--- config.mk ---
export PLATFORM = sky130hd
export DESIGN_NAME = loop_nest_ctrl
export DESIGN_NICKNAME = d
export VERILOG_FILES = /design/src/rtl/lnc_pkg.sv /design/src/rtl/lnc_lifo.sv /design/src/rtl/lnc_counter.sv /design/src/rtl/loop_nest_ctrl.sv
export SDC_FILE = /design/constraint.sdc
export NUM_CORES = 1
export LEC_CHECK = 0
export BUFFER_PORTS_ARGS = -buffer_cell sky130_fd_sc_hd__buf_2
export CORE_MARGIN = 2
export CORE_UTILIZATION = 50
export CTS_BUF_LIST = sky130_fd_sc_hd__clkbuf_8
export DETAILED_ROUTE_END_ITERATION = 8
export PLACE_DENSITY = 0.68
export SLEW_MARGIN = 20
export SYNTH_ARGS = -nofsm -noshare
export SYNTH_HDL_FRONTEND = slang
export SYNTH_SLANG_ARGS = --single-unit
--- constraint.sdc ---
create_clock -name clk -period 6.25 [get_ports clk]
set_input_delay 0.9375 -clock clk [delete_from_list [all_inputs] [get_ports clk]]
set_output_delay 0.9375 -clock clk [all_outputs]
set_load 0.005 [all_outputs]
--- src/rtl/lnc_pkg.sv ---
`timescale 1ns/1ps
package lnc_pkg;
  localparam int LNC_AW  = 14;
  localparam int LNC_CCW = 4;
  localparam logic [LNC_CCW-1:0] LNC_CC_CE = 4'hE;

  typedef struct packed {
    logic [LNC_AW-1:0]  end_addr;
    logic [LNC_CCW-1:0] cond;
  } loop_ent_t;
endpackage

--- src/rtl/lnc_lifo.sv ---
`timescale 1ns/1ps
module lnc_lifo #(
  parameter int W     = 14,
  parameter int DEPTH = 4
) (
  input  logic         clk,
  input  logic         rst_n,
  input  logic         push,
  input  logic         pop,
  input  logic [W-1:0] wdata,
  output logic [W-1:0] top,
  output logic         full,
  output logic         empty
);
  localparam int IW = (DEPTH > 1) ? $clog2(DEPTH) : 1;
  localparam int UW = $clog2(DEPTH + 1);

  logic [W-1:0]  mem [DEPTH];
  logic [UW-1:0] used_q, used_d;
  logic          do_push, do_pop;
  logic [IW-1:0] wr_idx, rd_idx;

  always_comb begin
    full    = (used_q == UW'(DEPTH));
    empty   = (used_q == '0);
    do_push = push && !full;
    do_pop  = pop && !empty && !push;
    wr_idx  = IW'(used_q);
    rd_idx  = empty ? '0 : IW'(used_q - UW'(1));
    used_d  = used_q;
    if (do_push)     used_d = used_q + UW'(1);
    else if (do_pop) used_d = used_q - UW'(1);
  end

  always_ff @(posedge clk or negedge rst_n) begin
    if (!rst_n) used_q <= '0;
    else        used_q <= used_d;
  end

  for (genvar g = 0; g < DEPTH; g++) begin : g_ent
    logic wen;
    assign wen = do_push && (wr_idx == IW'(g));
    always_ff @(posedge clk) begin
      if (wen) mem[g] <= wdata;
    end
  end

  assign top = mem[rd_idx];
endmodule

--- src/rtl/lnc_counter.sv ---
`timescale 1ns/1ps
module lnc_counter #(
  parameter int CW = 14
) (
  input  logic          clk,
  input  logic          rst_n,
  input  logic          ld_new,
  input  logic [CW-1:0] new_val,
  input  logic          ld_restore,
  input  logic [CW-1:0] restore_val,
  input  logic          dec,
  output logic [CW-1:0] cnt_q,
  output logic          expired
);
  logic [CW-1:0] cnt_d;
  logic          cnt_en;

  always_comb begin
    cnt_en = ld_new || ld_restore || dec;
    cnt_d  = cnt_q;
    if (ld_new)          cnt_d = new_val;
    else if (ld_restore) cnt_d = restore_val;
    else if (dec)        cnt_d = cnt_q - CW'(1);
  end

  always_ff @(posedge clk or negedge rst_n) begin
    if (!rst_n)      cnt_q <= '0;
    else if (cnt_en) cnt_q <= cnt_d;
  end

  assign expired = (cnt_q == CW'(1));
endmodule

--- src/rtl/loop_nest_ctrl.sv ---
`timescale 1ns/1ps
module loop_nest_ctrl
  import lnc_pkg::*;
#(
  parameter int CW         = 14,
  parameter int CNT_DEPTH  = 4,
  parameter int LOOP_DEPTH = 4,
  parameter int RET_DEPTH  = 16
) (
  input  logic               clk,
  input  logic               rst_n,
  input  logic               loop_start,
  input  logic [LNC_AW-1:0]  start_end_addr,
  input  logic [LNC_CCW-1:0] start_cond,
  input  logic [LNC_AW-1:0]  start_top_addr,
  input  logic               cnt_wr,
  input  logic               cnt_owr,
  input  logic [CW-1:0]      cnt_wdata,
  input  logic               pop_loop,
  input  logic               pop_cnt,
  input  logic [LNC_AW-1:0]  fetch_addr,
  input  logic               cond_met,
  output logic               loop_end_hit,
  output logic               loop_back,
  output logic               loop_exit,
  output logic [LNC_AW-1:0]  back_addr,
  output logic [CW-1:0]      cnt_value,
  output logic               cnt_expired,
  output logic               loop_full,
  output logic               loop_empty,
  output logic               cnt_full,
  output logic               cnt_empty,
  output logic               ret_full,
  output logic               ret_empty,
  output logic               stk_err
);
  localparam int LW = $bits(loop_ent_t);

  loop_ent_t         loop_top, loop_new;
  logic [LNC_AW-1:0] ret_top;
  logic [CW-1:0]     cs_top;
  logic              top_is_ce, top_done, cmd_ok;
  logic              lp_push, lp_pop, rt_push, rt_pop, cs_push, cs_pop;
  logic              owr_take, pcnt_take, ploop_take, start_take;
  logic              cnt_ld_new, cnt_restore, cnt_dec;
  logic              err_set, err_q, err_d;

  // loop end detection
  always_comb begin
    loop_end_hit = !loop_empty && (fetch_addr == loop_top.end_addr);
    top_is_ce    = (loop_top.cond == LNC_CC_CE);
    top_done     = top_is_ce ? cnt_expired : cond_met;
    loop_exit    = loop_end_hit && top_done;
    loop_back    = loop_end_hit && !top_done;
    back_addr    = ret_top;
  end

  // command arbitration
  always_comb begin
    cmd_ok     = !loop_end_hit;
    start_take = cmd_ok && loop_start;
    ploop_take = cmd_ok && !loop_start && pop_loop;
    owr_take   = cmd_ok && !cnt_wr && cnt_owr;
    pcnt_take  = cmd_ok && !cnt_wr && !cnt_owr && pop_cnt;

    lp_push = start_take && !loop_full && !ret_full;
    rt_push = lp_push;
    lp_pop  = loop_exit || (ploop_take && !loop_empty);
    rt_pop  = loop_exit && !ret_empty;
    cs_push = cmd_ok && cnt_wr && !cnt_full;
    cs_pop  = (loop_exit && top_is_ce && !cnt_empty) || (pcnt_take && !cnt_empty);

    cnt_ld_new  = cs_push || owr_take;
    cnt_restore = cs_pop;
    cnt_dec     = loop_back && top_is_ce;

    err_set = (start_take && (loop_full || ret_full))
            || (ploop_take && loop_empty)
            || (cmd_ok && cnt_wr && cnt_full)
            || (pcnt_take && cnt_empty)
            || (loop_exit && ret_empty)
            || (loop_exit && top_is_ce && cnt_empty);
    err_d = err_q || err_set;

    loop_new.end_addr = start_end_addr;
    loop_new.cond     = start_cond;
  end

  always_ff @(posedge clk or negedge rst_n) begin
    if (!rst_n)       err_q <= 1'b0;
    else if (err_set) err_q <= err_d;
  end
  assign stk_err = err_q;

  lnc_lifo #(.W(LW), .DEPTH(LOOP_DEPTH)) u_loop_stk (
    .clk(clk), .rst_n(rst_n), .push(lp_push), .pop(lp_pop),
    .wdata(loop_new), .top(loop_top), .full(loop_full), .empty(loop_empty)
  );

  lnc_lifo #(.W(LNC_AW), .DEPTH(RET_DEPTH)) u_ret_stk (
    .clk(clk), .rst_n(rst_n), .push(rt_push), .pop(rt_pop),
    .wdata(start_top_addr), .top(ret_top), .full(ret_full), .empty(ret_empty)
  );

  lnc_lifo #(.W(CW), .DEPTH(CNT_DEPTH)) u_cnt_stk (
    .clk(clk), .rst_n(rst_n), .push(cs_push), .pop(cs_pop),
    .wdata(cnt_value), .top(cs_top), .full(cnt_full), .empty(cnt_empty)
  );

  lnc_counter #(.CW(CW)) u_cnt (
    .clk(clk), .rst_n(rst_n), .ld_new(cnt_ld_new), .new_val(cnt_wdata),
    .ld_restore(cnt_restore), .restore_val(cs_top), .dec(cnt_dec),
    .cnt_q(cnt_value), .expired(cnt_expired)
  );
endmodule

==> results_dict.tcl <==
set metrics [dict create \
    grt_pass1_vias 9562 \
    outcome "finished clean" \
    seq_power_share_pct 38.7 \
    pre_cts_ws_ps 1600 \
    drtIter0Drc 887 \
    cp_num_buf_inv 4 \
    fillers 2478 \
    tightest_slew_ps 1020 \
    critical_path.most_common_cell "buf_4" \
    async_flop_share_pct 6.88 \
    remaining_drc_errors 0 \
    synth_seq_cells 378 \
    p_leak_nw 6.29 \
    die-area_sq_um 33600 \
    multi_input_area_sq_um 4550 \
    slowest_delay_ps 610 \
    ys_seq_area_share_pct 69.8 \
    ys_warn_count 0 \
    cp_top_family "buffers and inverters" \
    core_area_sq_um 31600 \
    final_layout_size_suffix_gt1_share_pct 19.8 \
    cp_num_cells 10 \
    path_max_fanout 35 \
    htree_levels 2 \
    wirelength_microns 36500 \
    grt_pass1_wl_microns 56100 \
    syn_to_final_growth_pct 12.4 \
    cp.arrival_ps 4200 \
    cts_root_buffer "clkbuf_8" \
    antenna_found_initial 1 \
    place_hpwl_microns 22600 \
    ys_types 59 \
    grt_overflow 0 \
    finalHoldWorstSlack_ps 361 \
    required_ps 5310 \
    post_cts_buffers 0 \
    finalCriticalPeriod_ps 5140 \
    final_core_util_pct 57.1 \
    pwr-share-clk_pct 20.2 \
    hold_buffers 0 \
    io_pins 107 \
    critPathLaunchType "flop" \
    clk_latency_ps 600 \
    reg2regPathDepth 12 \
    drv_slew 0 \
    crit_chain "nand2b_1 -> or3_1 -> inv_1 -> buf_4 -> nor2_2 -> buf_4 -> nand2_1 -> a31oi_1 -> mux4_2 -> buf_2" \
    drv_cap 0 \
    wl_per_cell_microns 21.8 \
    initial_core_util_pct 50.8 \
    synthCells 1111 \
    final-seq-area_sq_um 11200 \
    vias 9923 \
    synth-edff-count 352 \
    setup_viol 0 \
    p_sw_mw 3.46 \
    p_comb_share_pct 41.1 \
    finalHoldViolations 0 \
    mostFrequentLayoutCells "352 x edfxtp_1, 106 x buf_2, 72 x nand2_1" \
    power.density_nw_per_um2 504 \
    via_per_inst 5.94 \
    cts_resized 0 \
    crit_type "reg -> out" \
    p_total_mw 9.10 \
    nets 1314 \
    clk_pin_slew_ps 60 \
    tns_ps 0 \
    clkSinkCount 378 \
    maxSlewHeadroom_pct 31.8 \
    cts_tree "built" \
    end_kind "output port" \
    rsz0062_at_grt "false" \
    syn_area_sq_um 16100 \
    slowest_stage "dfrtp_1" \
    synth_nets 1197 \
    die_w_microns 183 \
    synth_ff_type "edfxtp_1" \
    gp_congestion 0.803 \
    ant_nets 0 \
    grt_usage_pct 21.9 \
    r2r_slack_ps 1520 \
    vdd.ir_drop.worst_mv 0.281 \
    port_buffers 106 \
    cts-buffers-inserted 58 \
    clockBufferDepth 3 \
    power.internal_mw 5.64 \
    final_common_cell "edfxtp_1" \
    die_y_microns 183 \
    finalCritPeriodShare_pct 82.3 \
    firstDrtPassIters 5 \
    grt_max_degree 88 \
    clock.fmax_ghz 0.194 \
    setup_ws_ps 1110 \
    std_cell_rows 65 \
    hp-class "in -> async" \
    switching_share_pct 38.0 \
    finalClockSkew_ps 24.1 \
    synth.avg_cell_area_sq_um 14.5 \
]
[kinds of logic after synthesis]
family,Yosys count,share of synthesized area [%]
multiplexers,57,4.81
AND/OR/NAND/NOR,288,10.2
flip-flops,378,69.8
AO/OA/AOI/OAI,259,10.2
XOR/XNOR,24,1.31
adder cells (fa/ha/maj),18,1.40
buffers and inverters,87,2.32
[final timing paths]
check	from	to
min reg2reg	u_ret_stk.used_q[4]	u_ret_stk.used_q[4]
max in group asynchronous	rst_n	u_cnt_stk.used_q[0]
min in group clk	u_ret_stk.used_q[4]	u_ret_stk.used_q[4]
max reg2reg	u_loop_stk.used_q[0]	u_cnt.cnt_q[6]
max	u_ret_stk.used_q[3]	back_addr[7]
min	rst_n	u_cnt_stk.used_q[2]
[through the flow]
step | cell area, sq um | std cells
2_1_floorplan | 16100 | 1111
3_3_place_gp | 17000 | 1570
3_5_place_dp | 17000 | 1570
4_1_cts | 18100 | 1669
5_1_grt | 18100 | 1670
6_report | 18100 | 1670
[state kept, by name, indices dropped and copies added, names as in the netlist]
signal             flops
u_cnt_stk.used_q       3
u_ret_stk.mem        224
stk_err                1
u_cnt_stk.mem         56
u_cnt.cnt_q           14
u_loop_stk.mem        72
u_ret_stk.used_q       5
u_loop_stk.used_q      3
[layer usage]
| layer | vias to the layer above | wire length [microns] | GRT usage, % |
|---|---|---|---|
| met5 | - | 0 | 0 |
| met4 | 0 | 771 | 6.69 |
| met3 | 61 | 2220 | 3.55 |
| met2 | 342 | 17100 | 34.2 |
| met1 | 4917 | 16300 | 32.1 |
| li1 | 4603 | - | - |
[synth_stat cells, types with 14 or more instances]
cell type / number / share of area, %
o21ai_0: 69 / 2.1
mux4_2: 14 / 2.0
dfrtp_1: 26 / 4.0
o22ai_1: 19 / 0.74
mux2i_1: 30 / 1.9
nor2_1: 26 / 0.61
or3_1: 66 / 2.6
nand2_1: 73 / 1.7
inv_1: 16 / 0.37
and3_1: 32 / 1.2
a21oi_1: 35 / 1.1
o211ai_1: 28 / 1.3
a31oi_1: 31 / 1.2
clkbuf_1: 55 / 1.3
ha_1: 18 / 1.4
a211oi_1: 48 / 2.2
edfxtp_1: 352 / 66
nor2b_1: 18 / 0.70
[power by group through the flow]
stage          Clock (mW)  Combinational [mW]  Sequential [mW]
6_report             1.84                3.74             3.52
5_1_grt              1.98                4.09             3.56
4_1_cts              1.88                3.74             3.52
3_5_place_dp            0                3.72             3.57
3_3_place_gp            0                3.68             3.56
2_1_floorplan           0                2.53             3.45
[area by class of cell]
class                   count  area share (%)
multi-input cells         646            25.2
flip-flops and latches    378            62.1
clock inverters            41            1.26
diodes                      1          0.0139
inverters                  16           0.332
well taps                 402            2.78
clock buffers              58            4.42
repair buffers            128            3.92
Power figures use the tool's default switching activity.
